### config.mk
export PLATFORM = sky130hd
export DESIGN_NAME = gpio_evt_in
export DESIGN_NICKNAME = d
export VERILOG_FILES = /design/src/rtl/gpio_evt_in.sv
export SDC_FILE = /design/constraint.sdc
export NUM_CORES = 1
export LEC_CHECK = 0
export BUFFER_PORTS_ARGS = -buffer_cell sky130_fd_sc_hd__buf_4
export CORE_MARGIN = 2
export CORE_UTILIZATION = 33
export CTS_BUF_LIST = sky130_fd_sc_hd__clkbuf_2 sky130_fd_sc_hd__clkbuf_4 sky130_fd_sc_hd__clkbuf_8
export CTS_CLUSTER_SIZE = 30
export DETAILED_ROUTE_END_ITERATION = 10
export PLACE_DENSITY = 0.46
export SYNTH_ARGS = -nofsm -noshare
export SYNTH_HDL_FRONTEND = slang
export SYNTH_SLANG_ARGS = --single-unit
### constraint.sdc
create_clock -name clk -period 1.5 [get_ports clk]
set_input_delay 0.225 -clock clk [delete_from_list [all_inputs] [get_ports clk]]
set_output_delay 0.225 -clock clk [all_outputs]
set_load 0.005 [all_outputs]
### src/rtl/gpio_evt_in.sv
module gpio_evt_in #(
  parameter int N_PINS = 12,
  parameter int CSR_DW = 8,
  localparam int NSUB = (N_PINS + CSR_DW - 1) / CSR_DW,
  localparam int AW   = (5 * NSUB > 1) ? $clog2(5 * NSUB) : 1
) (
  input  logic              clk,
  input  logic              rst_n,
  input  logic [N_PINS-1:0] gpio_i,
  input  logic              csr_sel,
  input  logic              csr_we,
  input  logic [AW-1:0]     csr_addr,
  input  logic [CSR_DW-1:0] csr_wdata,
  output logic [CSR_DW-1:0] csr_rdata,
  output logic              irq
);
  localparam int PW = NSUB * CSR_DW;

  logic [N_PINS-1:0] s1, s2, prev;
  logic [N_PINS-1:0] mode_r, edge_r, pend_r, en_r;
  logic [1:0]        warm;
  logic              ready;

  logic [AW-1:0]     reg_idx, sub;
  logic [PW-1:0]     wr_bits, wr_mask, rd_full;
  logic [N_PINS-1:0] wb, wm;
  logic              wr_on, rd_on;

  logic [N_PINS-1:0] rise, fall, ev, ev_set, clr;

  assign reg_idx = AW'(32'(csr_addr) / NSUB);
  assign sub     = AW'(32'(csr_addr) % NSUB);
  assign wr_on   = csr_sel & csr_we;
  assign rd_on   = csr_sel & ~csr_we;

  always_comb begin
    wr_bits = PW'(csr_wdata) << (32'(sub) * CSR_DW);
    wr_mask = PW'({CSR_DW{1'b1}}) << (32'(sub) * CSR_DW);
  end
  assign wb = wr_bits[N_PINS-1:0];
  assign wm = wr_mask[N_PINS-1:0];

  // synchroniser and history; events held off until history holds a real sample
  always_ff @(posedge clk) begin
    if (!rst_n) begin
      s1   <= '0;
      s2   <= '0;
      prev <= '0;
      warm <= '0;
    end else begin
      s1   <= gpio_i;
      s2   <= s1;
      prev <= s2;
      if (warm != 2'd3) warm <= warm + 2'd1;
    end
  end
  assign ready = (warm == 2'd3);

  assign rise = s2 & ~prev;
  assign fall = ~s2 & prev;

  genvar g;
  generate
    for (g = 0; g < N_PINS; g++) begin : g_pin
      assign ev[g] = mode_r[g] ? (rise[g] | fall[g])
                               : (edge_r[g] ? fall[g] : rise[g]);
    end
  endgenerate

  assign ev_set = ready ? ev : '0;
  assign clr    = (wr_on && reg_idx == AW'(3)) ? (wb & wm) : '0;

  always_ff @(posedge clk) begin
    if (!rst_n) begin
      mode_r <= '0;
      edge_r <= '0;
      en_r   <= '0;
      pend_r <= '0;
    end else begin
      if (wr_on && reg_idx == AW'(1)) mode_r <= (mode_r & ~wm) | (wb & wm);
      if (wr_on && reg_idx == AW'(2)) edge_r <= (edge_r & ~wm) | (wb & wm);
      if (wr_on && reg_idx == AW'(4)) en_r   <= (en_r & ~wm) | (wb & wm);
      pend_r <= (pend_r & ~clr) | ev_set;
    end
  end

  always_comb begin
    unique case (reg_idx)
      AW'(0):  rd_full = PW'(s2);
      AW'(1):  rd_full = PW'(mode_r);
      AW'(2):  rd_full = PW'(edge_r);
      AW'(3):  rd_full = PW'(pend_r);
      AW'(4):  rd_full = PW'(en_r);
      default: rd_full = '0;
    endcase
  end

  always_ff @(posedge clk) begin
    if (!rst_n) begin
      csr_rdata <= '0;
      irq       <= 1'b0;
    end else begin
      csr_rdata <= rd_on ? CSR_DW'(rd_full >> (32'(sub) * CSR_DW)) : '0;
      irq       <= |(pend_r & en_r);
    end
  end

  // a newly set pending bit needs a seen transition on that pin
  p_pend_needs_edge_r3: assert property (@(posedge clk) disable iff (!rst_n)
    |(pend_r & ~$past(pend_r)) |-> (($past(s2) ^ $past(prev)) & pend_r & ~$past(pend_r)) != '0);

  // nothing pends while the history is being primed
  p_quiet_prime_r9: assert property (@(posedge clk) disable iff (!rst_n)
    !ready |-> pend_r == '0);

  // set beats clear on a coinciding event
  p_set_wins_r7: assert property (@(posedge clk) disable iff (!rst_n)
    $past(ev_set != '0) |-> ((pend_r & $past(ev_set)) == $past(ev_set)));

  // cleared bits with no event are gone next cycle
  p_w1c_r7: assert property (@(posedge clk) disable iff (!rst_n)
    $past(clr != '0) |-> (pend_r & $past(clr & ~ev_set)) == '0);

  // interrupt drops only after no enabled pending bit remains
  p_irq_fall_r8: assert property (@(posedge clk) disable iff (!rst_n)
    $fell(irq) |-> ($past(pend_r & en_r) == '0));

  // read data is zero unless a read was strobed
  p_rdata_idle_r10: assert property (@(posedge clk) disable iff (!rst_n)
    (csr_rdata != '0) |-> $past(rd_on));
endmodule

==> out/results.env <==
DRT.ANTENNA.VIOLATING_NETS=0
CTS_BUFFERS=9
TOP_REG_CELL_SYNTH='sky130_fd_sc_hd__dfxtp_1'
CRIT_PATH_START_KIND='flop'
SYNTH_TOP_FAMILY_BY_AREA='simple AND/OR/NAND/NOR gates'
MAPPEDNETLISTNETS=495
CLK_ROOT_BUFFER_CELL='sky130_fd_sc_hd__clkbuf_8'
SYNTH_SEQUENTIAL_AREA_RATIO=0.4411
NETSWITCHINGPOWER_mW=1.177
SYNTH.LIB_CELLS_USED.DISTINCT=49
GRT_MAX_DEGREE=42
YOSYS.AREA.TOP_TYPE_SHARE=0.4411
CLOCK_INSERTION_DELAY_WORST_SKEW_NS=0.37
N_FILL_CELL=1318
REQUIRED_ARRIVAL_TIME_AT_THE_WORST_ENDPOINT_NS=1.77
WORST-R2R-SETUP-SLACK_NS=0.17
CTS.CLK_SLEW.WORST_PATHS_NS=0.09
FLOORPLAN.INITIALDENSITY=0.3403
FLOW.AREA_GROWTH_FROM_SYNTHESIS_PCT=19.38
GRT_REMAINING_OVERFLOW=0
DR_TOTAL_VIAS=3284
FP.DIEAREA_SQ_UM=14000
POST_SYNTH_INSTANCE_AREA_SQ_UM=4312
GPL.FINAL_WEIGHTED_CONGESTION=0.8207
FP.DIEW_UM=118.3
MOST-COMMON-LAYOUT-CELLS='sky130_fd_sc_hd__dfxtp_1, sky130_fd_sc_hd__buf_4, sky130_fd_sc_hd__nor2_1, sky130_fd_sc_hd__inv_1, sky130_fd_sc_hd__mux2i_1'
POST_SYNTH.CELL_AREA_AVG_SQ_UM=9.755
YS_WARN_COUNT=0
SYNTH_COMPOUND_GATE_AREA_SHARE=0.1242
RSZ0062_AT_GRT='false'
DP_HPWL_MM=8.181
POWER.INTERNAL_mW=3.532
POST-LAYOUT-TOTAL-POWER_mW=4.709
NUMCLOCKSINKS=95
SEQUENTIAL_POWER_SHARE=0.558
FINAL-HOLD-VIOLATION-COUNT=0
POST_SYNTH_AND_OR_NAND_NOR_AREA_FRACTION=0.1654
DIODES=0
DETAIL_ROUTE.DRC_VIOLATIONS=0
CLKPWRFRAC=0.341
SYNTHESIZED_INSTANCE_COUNT=442
DRT-PASS1-ITER-COUNT=4
POST_CTS_RESIZE_COUNT=0
TIMING.FINAL.MAX_SLEW_VIOLATIONS=0
COREAREA_SQ_UM=12670
DETAIL_ROUTE.VIAS_PER_CELL=4.858
MAX-SLEW-MARGIN-REL=0.7071
PLACEMENTROWS=41
CTS.HOLD.BUFFERS_ADDED=0
CTS.PATH.MAX_BUFFERS=2
ASR_FLOP_RATIO_SYNTH=0
FMAX_GHz=0.7496
SKEW_NS=0.01151
RATIO_OF_CELLS_WITH_DRIVE_ABOVE_1_IN_THE_FINAL_LAYOUT=0.2262
SYNTH_EDF_COUNT=0
SEQ_AREA_SQ_UM=1902
GRT_USE_TOTAL=0.1726
TRITONCTS_CLOCK_TREE='yes'
END_KIND='flop'
MULTI_INPUT_COMB_AREA_SQ_UM=2151
CRITICAL_PATH_PEAK_FANOUT=3
LEAKAGE_nW=2.220
HOLDPATHEND='s1[8]'
CRITPATHKIND='flop to flop'
YOSYS.AREA_SHARE.XOR_XNOR=0.002031
GRT_ANTENNA_BEFORE_REPAIR=0
POWER.DENSITY_nW_PER_UM2=914.8
PERIOD_NEEDED_NS=1.334
R2R_END='pend_r[3]'
SYNTH.FF_LATCH_COUNT=95
TIMING.RR.START='s2[3]'
I_O_PIN_COUNT=37
SETUP_VIOL_COUNT_FINAL=0
WORST-SLEW-PIN-TRANSITION_NS=0.4394
YOSYS-MUX-AREA-FRACTION=0.1346
POST_ROUTE_FRACTION_OF_THE_PERIOD_CONSUMED_BY_THE_CRITICAL_PATH=0.8893
MOSTFREQUENTLAYOUTCELL='sky130_fd_sc_hd__dfxtp_1'
TIMING.HOLD.WORST.START='gpio_i[8]'
CTS_MAX_LEVEL=3
FINAL.HOLD.WORST_SLACK_NS=0.05150
WORST-R2R-CELL-COUNT=5
IR_DROP_mV=0.5272
SWSHARE=0.2500
PATH_TYPE_OF_THE_WORST_MIN_DELAY_PATH='input port to flop'
YOSYS-TOP-CELLS-AREA='sky130_fd_sc_hd__dfxtp_1, sky130_fd_sc_hd__ha_1, sky130_fd_sc_hd__mux2i_1'
WORST_HOLD_PATH.NUM_CELLS=2
DIE_HEIGHT_UM=118.3
TIMING.CRITICAL_PATH.ARRIVAL_NS=1.60
CTS_POST_SETUP_BUFFERS_INSERTED=0
STATUS='completed'
FINISH.NET_COUNT=552
SYNTH_TOP_CELL_BY_AREA='sky130_fd_sc_hd__dfxtp_1'
DETAIL_ROUTE.ITER0.VIOLATIONS=145
WL_MM=11.24
VIA_COUNT_OF_THE_FIRST_GLOBAL_ROUTING_PASS=3393
NUMPORTBUFFERS=36
DETAILED_ROUTE_WIRE_LENGTH_PER_CELL_UM=16.63
POWER.SHARE.COMBINATIONAL=0.101
ADDER_AND_MAJORITY_CELL_FRACTION_OF_THE_SYNTHESIZED_AREA=0.07255
DRV.MAX_CAP_VIOLATION_COUNT=0
TOTALNEGATIVESETUPSLACK_NS=0
GLOBAL_ROUTE_WIRE_LENGTH_BEFORE_REPAIR_MM=18.61
[through the flow]
stage	instance area [sq um]	util	setup slack [ns]	cells
6_report	5147	0.4062	0.1660	676
3_3_place_gp	4964	0.3917	-0.09434	660
5_1_grt	5147	0.4062	0.07602	676
4_1_cts	5147	0.4062	0.1556	676
2_1_floorplan	4312	-	0.1848	442
3_5_place_dp	4964	0.3917	-0.07145	660
[worst max-delay path by stage]
stage	start	endpoint	slack, ns	cells past startpoint
finish	s2[3]	pend_r[3]	0.17	5
global route	s2[3]	pend_r[3]	0.08	5
CTS	s2[3]	pend_r[3]	0.16	5
detailed placement	csr_addr[2]	csr_rdata[2]	-0.07	6
global placement	csr_addr[1]	csr_rdata[1]	-0.09	6
floorplan	csr_addr[1]	flop	0.18	6
[power groups by stage]
stage	clock network (mW)	registers [mW]	logic (mW)
final	1.61	2.63	0.476
after global routing	1.79	2.64	0.529
after CTS	1.68	2.63	0.483
after detailed placement	0	2.69	0.480
after global placement	0	2.68	0.473
after floorplan	0	2.67	0.270
[worst max-delay path, cell delays in order, from the launching register on]
cell	delay, ns
sky130_fd_sc_hd__dfxtp_1	0.44
sky130_fd_sc_hd__inv_1	0.09
sky130_fd_sc_hd__ha_1	0.20
sky130_fd_sc_hd__mux2_2	0.27
sky130_fd_sc_hd__o211ai_1	0.16
sky130_fd_sc_hd__a21oi_1	0.08
[cells in the mapped netlist, types with 3 or more instances]
| cell | instances |
|---|---|
| sky130_fd_sc_hd__a221oi_1 | 3 |
| sky130_fd_sc_hd__a21oi_1 | 24 |
| sky130_fd_sc_hd__nor3_1 | 4 |
| sky130_fd_sc_hd__a22oi_1 | 9 |
| sky130_fd_sc_hd__nor2_1 | 44 |
| sky130_fd_sc_hd__nand3_1 | 13 |
| sky130_fd_sc_hd__dfxtp_1 | 95 |
| sky130_fd_sc_hd__a22o_1 | 3 |
| sky130_fd_sc_hd__inv_1 | 31 |
| sky130_fd_sc_hd__clkbuf_1 | 12 |
| sky130_fd_sc_hd__nor2b_1 | 6 |
| sky130_fd_sc_hd__ha_1 | 25 |
| sky130_fd_sc_hd__and2_1 | 26 |
| sky130_fd_sc_hd__a31oi_1 | 6 |
| sky130_fd_sc_hd__buf_2 | 5 |
| sky130_fd_sc_hd__buf_6 | 3 |
| sky130_fd_sc_hd__mux2_2 | 12 |
| sky130_fd_sc_hd__nand2_1 | 30 |
| sky130_fd_sc_hd__o21ai_0 | 9 |
| sky130_fd_sc_hd__o211ai_1 | 13 |
| sky130_fd_sc_hd__mux2i_1 | 31 |
| sky130_fd_sc_hd__mux4_2 | 6 |
[final cells by class]
| class | count | share of cell area |
|---|---|---|
| inverter | 32 | 0.02333 |
| multi-input combinational | 291 | 0.4178 |
| clock buffer | 13 | 0.03233 |
| timing repair buffer | 70 | 0.1118 |
| tap | 172 | 0.04181 |
| sequential | 95 | 0.3695 |
| clock inverter | 3 | 0.003403 |
[layer usage]
metal | up-vias | global-route usage | share of wire
met3 | 9 | 0.04392 | 0.032
met4 | 0 | 0.05648 | 0.013
met1 | 1586 | 0.2313 | 0.49
met5 | - | 0 | 0
met2 | 51 | 0.2702 | 0.46
li1 | 1638 | - | -
[kinds of logic (layout without fill, tap and decap cells)]
family / count (synthesis) / in the layout
AND/OR/NAND/NOR: 137 / 137
AO/OA/AOI/OAI: 79 / 79
XOR/XNOR: 1 / 1
adder cells (fa/ha/maj): 25 / 25
buffers and inverters: 56 / 118
multiplexers: 49 / 49
flip-flops: 95 / 95
Power figures use the tool's default switching activity.
